## src/rtl/pbo_pkg.sv

```systemverilog
package pbo_pkg;

    typedef enum logic [2:0] {
        LS_FREERUN  = 3'd0,
        LS_HOLDOVER = 3'd1,
        LS_MINIHOLD = 3'd2,
        LS_LOCKING  = 3'd3,
        LS_LOCKED   = 3'd4
    } loop_st_e;

    // true when the loop follows a reference (locking or locked)
    function automatic logic is_tracking(input logic [2:0] st);
        return (st == LS_LOCKING) || (st == LS_LOCKED);
    endfunction

endpackage

```

## src/rtl/pbo_event_detect.sv

```systemverilog
module pbo_event_detect
    import pbo_pkg::*;
(
    input  logic       clk,
    input  logic       rst_n,
    input  logic [2:0] loop_st,
    input  logic       ref_switch,
    input  logic       transient,
    input  logic       en,
    input  logic       frz,
    input  logic       busy,
    output logic       start,
    output logic       clear,
    output logic       tracking
);

    typedef struct packed {
        logic [2:0] st;
        logic       en;
        logic       frz;
    } hist_t;

    hist_t h_d, h_q;
    logic  exit_hold, en_rise, frz_fall;

    always_comb begin
        h_d.st    = loop_st;
        h_d.en    = en;
        h_d.frz   = frz;
        tracking  = is_tracking(loop_st);
        exit_hold = !is_tracking(h_q.st) && tracking;
        en_rise   = en && !h_q.en;
        frz_fall  = !frz && h_q.frz;
        start     = en && !frz && !busy &&
                    (ref_switch || transient || exit_hold ||
                     (tracking && (en_rise || frz_fall)));
        clear     = !en && (ref_switch || exit_hold);
    end

    always_ff @(posedge clk) begin
        if (!rst_n) begin
            h_q.st  <= LS_FREERUN;
            h_q.en  <= 1'b0;
            h_q.frz <= 1'b0;
        end else begin
            h_q <= h_d;
        end
    end

endmodule

```

## src/rtl/pbo_capture.sv

```systemverilog
module pbo_capture #(
    parameter int PW       = 16,
    parameter int AVG_LOG2 = 2
) (
    input  logic                 clk,
    input  logic                 rst_n,
    input  logic                 start,
    input  logic                 abort,
    input  logic                 stb,
    input  logic signed [PW-1:0] sample,
    output logic                 busy,
    output logic                 done,
    output logic signed [PW-1:0] avg
);

    localparam int NSAMP = 1 << AVG_LOG2;
    localparam int AW    = PW + AVG_LOG2;
    localparam int CW    = (AVG_LOG2 > 0) ? AVG_LOG2 : 1;

    typedef struct packed {
        logic                 busy;
        logic [CW-1:0]        cnt;
        logic signed [AW-1:0] acc;
    } cap_t;

    cap_t s_d, s_q;
    logic signed [AW-1:0] samp_x, sum;
    logic                 last;

    always_comb begin
        samp_x = AW'(sample);
        sum    = s_q.acc + samp_x;
        last   = (s_q.cnt == CW'(NSAMP - 1));
        done   = s_q.busy && !abort && stb && last;
        avg    = PW'(sum >>> AVG_LOG2);
        busy   = s_q.busy;
        s_d    = s_q;
        if (abort) begin
            s_d.busy = 1'b0;
        end else if (start) begin
            s_d.busy = 1'b1;
            s_d.cnt  = '0;
            s_d.acc  = '0;
        end else if (s_q.busy && stb) begin
            s_d.acc = sum;
            s_d.cnt = s_q.cnt + 1'b1;
            if (last) s_d.busy = 1'b0;
        end
    end

    always_ff @(posedge clk) begin
        if (!rst_n) s_q <= '0;
        else        s_q <= s_d;
    end

endmodule

```

## src/rtl/pbo_unwind.sv

```systemverilog
module pbo_unwind #(
    parameter int PW = 16
) (
    input  logic signed [PW-1:0] cur,
    input  logic        [PW-1:0] step,
    output logic signed [PW-1:0] nxt
);

    logic signed [PW:0] cur_x, stp_x, res, mag;

    always_comb begin
        cur_x = (PW+1)'(cur);
        stp_x = $signed({1'b0, step});
        mag   = cur_x[PW] ? -cur_x : cur_x;
        res   = cur_x[PW] ? (cur_x + stp_x) : (cur_x - stp_x);
        if ($unsigned(mag) <= $unsigned(stp_x)) nxt = '0;
        else                                    nxt = PW'(res);
    end

endmodule

```

## src/rtl/pbo_offset_ctrl.sv

```systemverilog
module pbo_offset_ctrl #(
    parameter int PW       = 16,
    parameter int AVG_LOG2 = 2
) (
    input  logic                 clk,
    input  logic                 rst_n,
    input  logic                 sample_stb,
    input  logic signed [PW-1:0] phase_raw,
    input  logic [2:0]           loop_st,
    input  logic                 ref_switch,
    input  logic                 transient_trig,
    input  logic                 pbo_en,
    input  logic                 pbo_frz,
    input  logic [PW-1:0]        unwind_step,
    output logic signed [PW:0]   phase_err,
    output logic signed [PW-1:0] offset,
    output logic                 temp_hold
);

    typedef struct packed {
        logic signed [PW-1:0] off;
    } ofs_t;

    ofs_t o_d, o_q;
    logic start, clear, tracking, busy, done, abort;
    logic signed [PW-1:0] avg, unwound;

    pbo_event_detect u_evt (
        .clk        (clk),
        .rst_n      (rst_n),
        .loop_st    (loop_st),
        .ref_switch (ref_switch),
        .transient  (transient_trig),
        .en         (pbo_en),
        .frz        (pbo_frz),
        .busy       (busy),
        .start      (start),
        .clear      (clear),
        .tracking   (tracking)
    );

    pbo_capture #(.PW(PW), .AVG_LOG2(AVG_LOG2)) u_cap (
        .clk    (clk),
        .rst_n  (rst_n),
        .start  (start),
        .abort  (abort),
        .stb    (sample_stb),
        .sample (phase_raw),
        .busy   (busy),
        .done   (done),
        .avg    (avg)
    );

    pbo_unwind #(.PW(PW)) u_unw (
        .cur  (o_q.off),
        .step (unwind_step),
        .nxt  (unwound)
    );

    always_comb begin
        abort = busy && (!pbo_en || pbo_frz);
        o_d   = o_q;
        if (done)                                  o_d.off = avg;
        else if (clear)                            o_d.off = '0;
        else if (!pbo_en && tracking && sample_stb) o_d.off = unwound;
        offset    = o_q.off;
        temp_hold = busy;
        phase_err = busy ? '0 : ((PW+1)'(phase_raw) - (PW+1)'(o_q.off));
    end

    always_ff @(posedge clk) begin
        if (!rst_n) o_q <= '0;
        else        o_q <= o_d;
    end

endmodule

```

## config.mk

```make
export PLATFORM = sky130hd
export DESIGN_NAME = pbo_offset_ctrl
export DESIGN_NICKNAME = d
export VERILOG_FILES = /design/src/rtl/pbo_pkg.sv /design/src/rtl/pbo_event_detect.sv /design/src/rtl/pbo_capture.sv /design/src/rtl/pbo_unwind.sv /design/src/rtl/pbo_offset_ctrl.sv
export SDC_FILE = /design/constraint.sdc
export NUM_CORES = 1
export LEC_CHECK = 0
export ABC_AREA = 0
export ABC_CLOCK_PERIOD_IN_PS = 5300
export CAP_MARGIN = 20
export CORE_AREA = 2 2 102 104
export DETAILED_ROUTE_END_ITERATION = 6
export DIE_AREA = 0 0 104 106
export DONT_BUFFER_PORTS = 1
export PLACE_DENSITY = 0.66
export SLEW_MARGIN = 30
export SYNTH_ARGS = -nofsm -noshare
export SYNTH_HDL_FRONTEND = slang
export SYNTH_SLANG_ARGS = --single-unit
export TNS_END_PERCENT = 30
```

## constraint.sdc

```tcl
create_clock -name clk -period 5.3 [get_ports clk]
set_input_delay 1.59 -clock clk [delete_from_list [all_inputs] [get_ports clk]]
set_output_delay 1.59 -clock clk [all_outputs]
set_load 0.02 [all_outputs]
```

======== Word level (Yosys, flattened, before mapping) ========
Cells that the tools add are included.
storage, ports and cells
  bits in registers ....................... 42
  input bits .............................. 42
  output and inout port bits .............. 34
operators by class
  add/sub/neg operators ................... 6
  order comparisons ....................... 1
  equal/unequal tests ..................... 5
  muxes and demuxes ....................... 10
  bitwise gates (word level) .............. 2
  reductions and logical operators ........ 35
operator list
  operator                                                          count
  16-bit 2-to-1 mux                                                 5
  21-bit 2-to-1 mux                                                 2
  17-bit 2-to-1 mux                                                 2
  18-bit by 16-bit adder with 18-bit output                         1
  17-bit by 16-bit less-or-equal comparator with 1-bit output       1
  16-bit negator with 17-bit output                                 1
  16-bit by 16-bit subtractor with 17-bit output                    1
  16-bit adder                                                      1
  16-bit subtractor                                                 1
  1-bit logical AND                                                 15
  1-bit logical OR                                                  8
  3-bit by 2-bit == test with 1-bit output (second input constant)  2
  3-bit == test (second input constant)                             2
  1-bit zero test                                                   6
  2-bit AND reduction                                               2
  2-bit nonzero test                                                2
  3-bit nonzero test                                                1
  2-bit by 1-bit adder with 2-bit output (second input constant)    1
  2-bit == test (second input constant)                             1
  1-bit inverter                                                    2
  2-bit OR reduction                                                1
  1-bit 2-to-1 mux                                                  1

======== Longest topological paths before layout ========
  depth after elaboration ................. 9
  depth in mapped cells ................... 15
  depth with buffers taken out ............ 14

======== Cells and area by module ========
Synthesis repeated with hierarchy kept, for this count alone.
second synthesis, totals
  cells, all modules ...................... 693
  area, all modules ....................... 5376.4 µm²
modules (own cells, without submodules)
  module            times used  cells each  area each (µm²)
  pbo_unwind        1           260         1828.0
  pbo_offset_ctrl   1           226         1696.6
  pbo_capture       1           184         1651.6
  pbo_event_detect  1           23          200.2

======== Worst setup path after synthesis ========
No wires, ideal clock.
  kind .................................... input -> output
  start ................................... input phase_raw[0]
  end ..................................... output phase_err[16]
  arrival time ............................ 3994 ps
  required time ........................... 3710 ps
  path slack .............................. -284 ps
  stages on the path ...................... 12
  cell sequence ........................... inv_1 > ha_1 > inv_1 > fa_1 > a21o_1 > a21oi_1 > o21a_1 > o31ai_1 > o41a_1 > a31oi_1 > o211ai_1 > o21ai_0
between the ends
  word-level cells in the longest chain between the ends .. 2
RTL lines
  element                                         RTL line               text
  start, declared                                 pbo_offset_ctrl.sv:8   input logic signed [PW-1:0] phase_raw,
  16-bit by 16-bit subtractor with 17-bit output  pbo_offset_ctrl.sv:68  phase_err = busy ? '0 : ((PW+1)'(phase_raw) - (PW+1)'(o_q.off));
  17-bit 2-to-1 mux                               pbo_offset_ctrl.sv:68
  end, declared                                   pbo_offset_ctrl.sv:15  output logic signed [PW:0] phase_err,
No other way between the ends.

======== Worst setup path after layout ========
Ends and elaborated chain as after synthesis.

==> flow_metrics.py <==
metrics = {
    "clock_network": {
        "cts_buffers": 5,
        "tritoncts": "built",
        "clk_pin_slew_ns": 0.09,
        "cts_root_buf": "clkbuf_8",
        "cts_sinks": 42,
        "clockBufferDepth": 2,
        "clk_latency_ns": 0.31,
        "htreeDepth": 2,
    },
    "min_path": {
        "holdPathEnd": "u_cap.s_q[0]$_SDFFE_PN0P_",
        "hp-class": "register to register",
        "min-delay-start": "u_cap.s_q[0]$_SDFFE_PN0P_",
        "holdPathStages": 2,
    },
    "pwr": {
        "pwr-share-clk_pct": 24.3,
        "p_int_w": 0.000655,
        "power.leakage_nw": 2.23,
        "p_switching_w": 0.000432,
        "power_frac_seq_pct": 32.7,
        "p_sw_share_pct": 39.8,
        "power_frac_comb_pct": 43.0,
        "ir_worst_vdd_mv": 0.146,
        "power-per-cell-area_nw_per_um2": 205,
    },
    "critical_path": {
        "crit_arrival_ns": 3.70,
        "crit_type": "input pin to output port",
        "crit_start": "phase_raw[0]",
        "r2r_setup_slack_ns": 1.11,
        "timing.rr.start": "offset[1]$_SDFFE_PN0P_",
        "crit_required_ns": 3.71,
        "reg2reg_to": "offset[3]$_SDFFE_PN0P_",
        "end_kind": "output port",
        "startpoint_type": "input pin",
        "rr_worst_depth": 14,
        "critPathMaxFanout": 2,
    },
    "floorplanning": {
        "die_w_um": 104,
        "die_y_um": 106,
        "die-area_um2": 11000,
        "fp-row-count": 37,
        "ios": 76,
        "core_um2": 10000,
        "start_util_pct": 48.5,
    },
    "global_route": {
        "grt_usage_pct": 24.8,
        "grt_start_max_net_pins": 35,
        "antenna_found_initial": 0,
        "gr-total-overflow": 0,
        "grt_pass1_wl_mm": 22.5,
        "grt_pass1_vias": 4629,
    },
    "run_status": {
        "status": "finished, final reports clean",
    },
    "routing": {
        "wl_met2_mm": 6.26,
        "route.detailed.drc": 0,
        "drt-initial-drc-count": 292,
        "highest_layer": "met4",
        "finalWirelength_mm": 13.7,
        "ant_nets": 0,
        "wl_met3_um": 991,
        "wl_met1_mm": 6.24,
        "routedWlPerCell_um": 17.3,
        "via_per_inst": 6.06,
        "firstDrtPassIters": 5,
        "num_vias": 4784,
    },
    "finish": {
        "final_common_cell": "ha_1",
        "insertedDiodeCount": 0,
        "drive_gt1_share_pct": 7.95,
        "final_cell_mix": "ha_1, nor2_1, inv_1, xnor2_1, a21oi_1",
        "layout.nets": 765,
        "syn_to_final_growth_pct": 9.19,
    },
    "logic_synthesis": {
        "syn_avg_cell_area_um2": 7.55,
        "netlist_area_um2": 4850,
        "synth_ff_type": "dfxtp_1",
        "ys_ff_latch": 42,
        "async_reset_ff_share_pct": 0,
        "synth-edff-count": 0,
        "yosysSeqAreaShare_pct": 17.4,
        "synth_cell_types": 57,
        "synth_nets": 754,
        "yosysWarnings": 0,
        "syn_inst": 642,
    },
    "timing": {
        "drv_slew": 0,
        "fin_crit_ns": 5.29,
        "hold_viol": 0,
        "maxSlewHeadroom_pct": 42.3,
        "hold_slack_ns": 0.460,
        "setup-violations-final": 0,
        "rsz0062_at_grt": "yes",
        "fin_crit_sh_pct": 99.9,
        "tns_ns": 0,
        "final.setup_skew_ns": 0.00441,
        "tightest_slew_ns": 0.862,
        "max_freq_ghz": 0.189,
    },
    "placement": {
        "gp_congestion": 0.985,
        "dpl.hpwl_mm": 10.8,
        "port_buffers": 0,
    },
    "job": {
        "maxCapViolations": 0,
    },
}
==> layer usage <==
metal / up-vias / track usage (%)
met4: 0 / 7.43
met5: - / 0
met1: 2256 / 33.3
met2: 151 / 40.5
li1: 2362 / -
met3: 15 / 4.97
==> power groups by stage <==
stage	clock (W)	sequential [W]	combinational [W]
6_report	0.000264	0.000356	0.000467
2_1_floorplan	0	0.000358	0.000339
3_3_place_gp	0	0.000362	0.000438
5_1_grt	0.000276	0.000358	0.000516
3_5_place_dp	0	0.000363	0.000447
4_1_cts	0.000264	0.000356	0.000459
==> cell families (layout without fill, tap and decap cells) <==
| family | count (synthesis) | in the layout | share of synthesized area (%) |
|---|---|---|---|
| simple gates | 194 | 194 | 19.8 |
| compound gates | 201 | 201 | 27.4 |
| fa+ha+maj | 70 | 70 | 18.5 |
| flops | 42 | 42 | 17.4 |
| xor+xnor | 60 | 60 | 10.8 |
| buf+inv | 74 | 86 | 5.78 |
| mux | 1 | 1 | 0.232 |
==> synth_stat cells (all sizes together), types with 5 or more instances <==
cell / n / area (µm²)
a31oi: 17 / 106
a211oi: 17 / 128
clkbuf: 18 / 67.6
and3: 6 / 37.5
a22oi: 9 / 67.6
or3: 7 / 43.8
and2: 9 / 56.3
nor4: 5 / 31.3
dfxtp: 42 / 841
a21oi: 48 / 240
o21a: 8 / 60.1
nor2: 56 / 215
a221oi: 9 / 78.8
nor2b: 6 / 45.0
ha: 67 / 838
inv: 53 / 199
xor2: 10 / 87.6
xnor2: 50 / 438
nand3: 18 / 90.1
o211ai: 7 / 57.6
nor3: 18 / 90.1
nand2b: 8 / 50.1
a21o: 14 / 105
o21ai: 39 / 195
nand4: 14 / 87.6
nand2: 37 / 139
==> state kept, by name, summed over array words and instances, names as in the netlist <==
name        count
offset         16
u_cap.busy      1
u_cap.s_q      20
u_evt.h_q       5
==> metrics by stage <==
stage	worst slack [ns]	utilization [%]	area (µm²)	cells	total power [W]
floorplan	-0.0498	-	4850	642	0.000697
global placement	-0.201	50.9	5090	777	0.000801
detailed placement	-0.244	50.9	5090	777	0.000810
CTS	-0.0992	52.7	5270	789	0.00108
global route	-0.0940	52.9	5290	790	0.00115
finish	0.00625	52.9	5290	790	0.00109
==> area by class of cell <==
class | count | area (µm²)
Sequential cell | 42 | 841
Timing Repair Buffer | 24 | 180
Clock inverter | 2 | 37.5
Multi-Input combinational cell | 526 | 3770
Fill cell | 969 | 4710
Clock buffer | 6 | 72.6
Inverter | 54 | 215
Tap cell | 136 | 170
==> critical path, stage by stage <==
cell and delay (ns):
inv_12 0.03, ha_4 0.12, inv_2 0.04, fa_2 0.35, a21o_1 0.19, a21oi_2 0.16
o21a_1 0.16, o31ai_2 0.08, o41a_1 0.40, a31oi_4 0.18, o211ai_1 0.13, o21ai_2 0.26
==> worst max path at each step <==
| stage | to | slack (ns) | cells after the start |
|---|---|---|---|
| after global placement | phase_err[16] | -0.20 | 12 |
| after floorplan | phase_err[16] | -0.05 | 12 |
| after CTS | phase_err[16] | -0.1 | 12 |
| after global routing | phase_err[16] | -0.09 | 12 |
| final | phase_err[16] | 0.006 | 12 |
| after detailed placement | phase_err[16] | -0.24 | 12 |
==> timing repair <==
action | 4_1_cts | 5_1_grt
setup buffers | 4 | 1
endpoints found under the setup margin | 3 | 6
hold buffers | 0 | 0
pin swaps | 9 | 4
resized for setup | 12 | 3
endpoints found under the hold margin | 0 | 0
(Power assumes the default switching activity.)
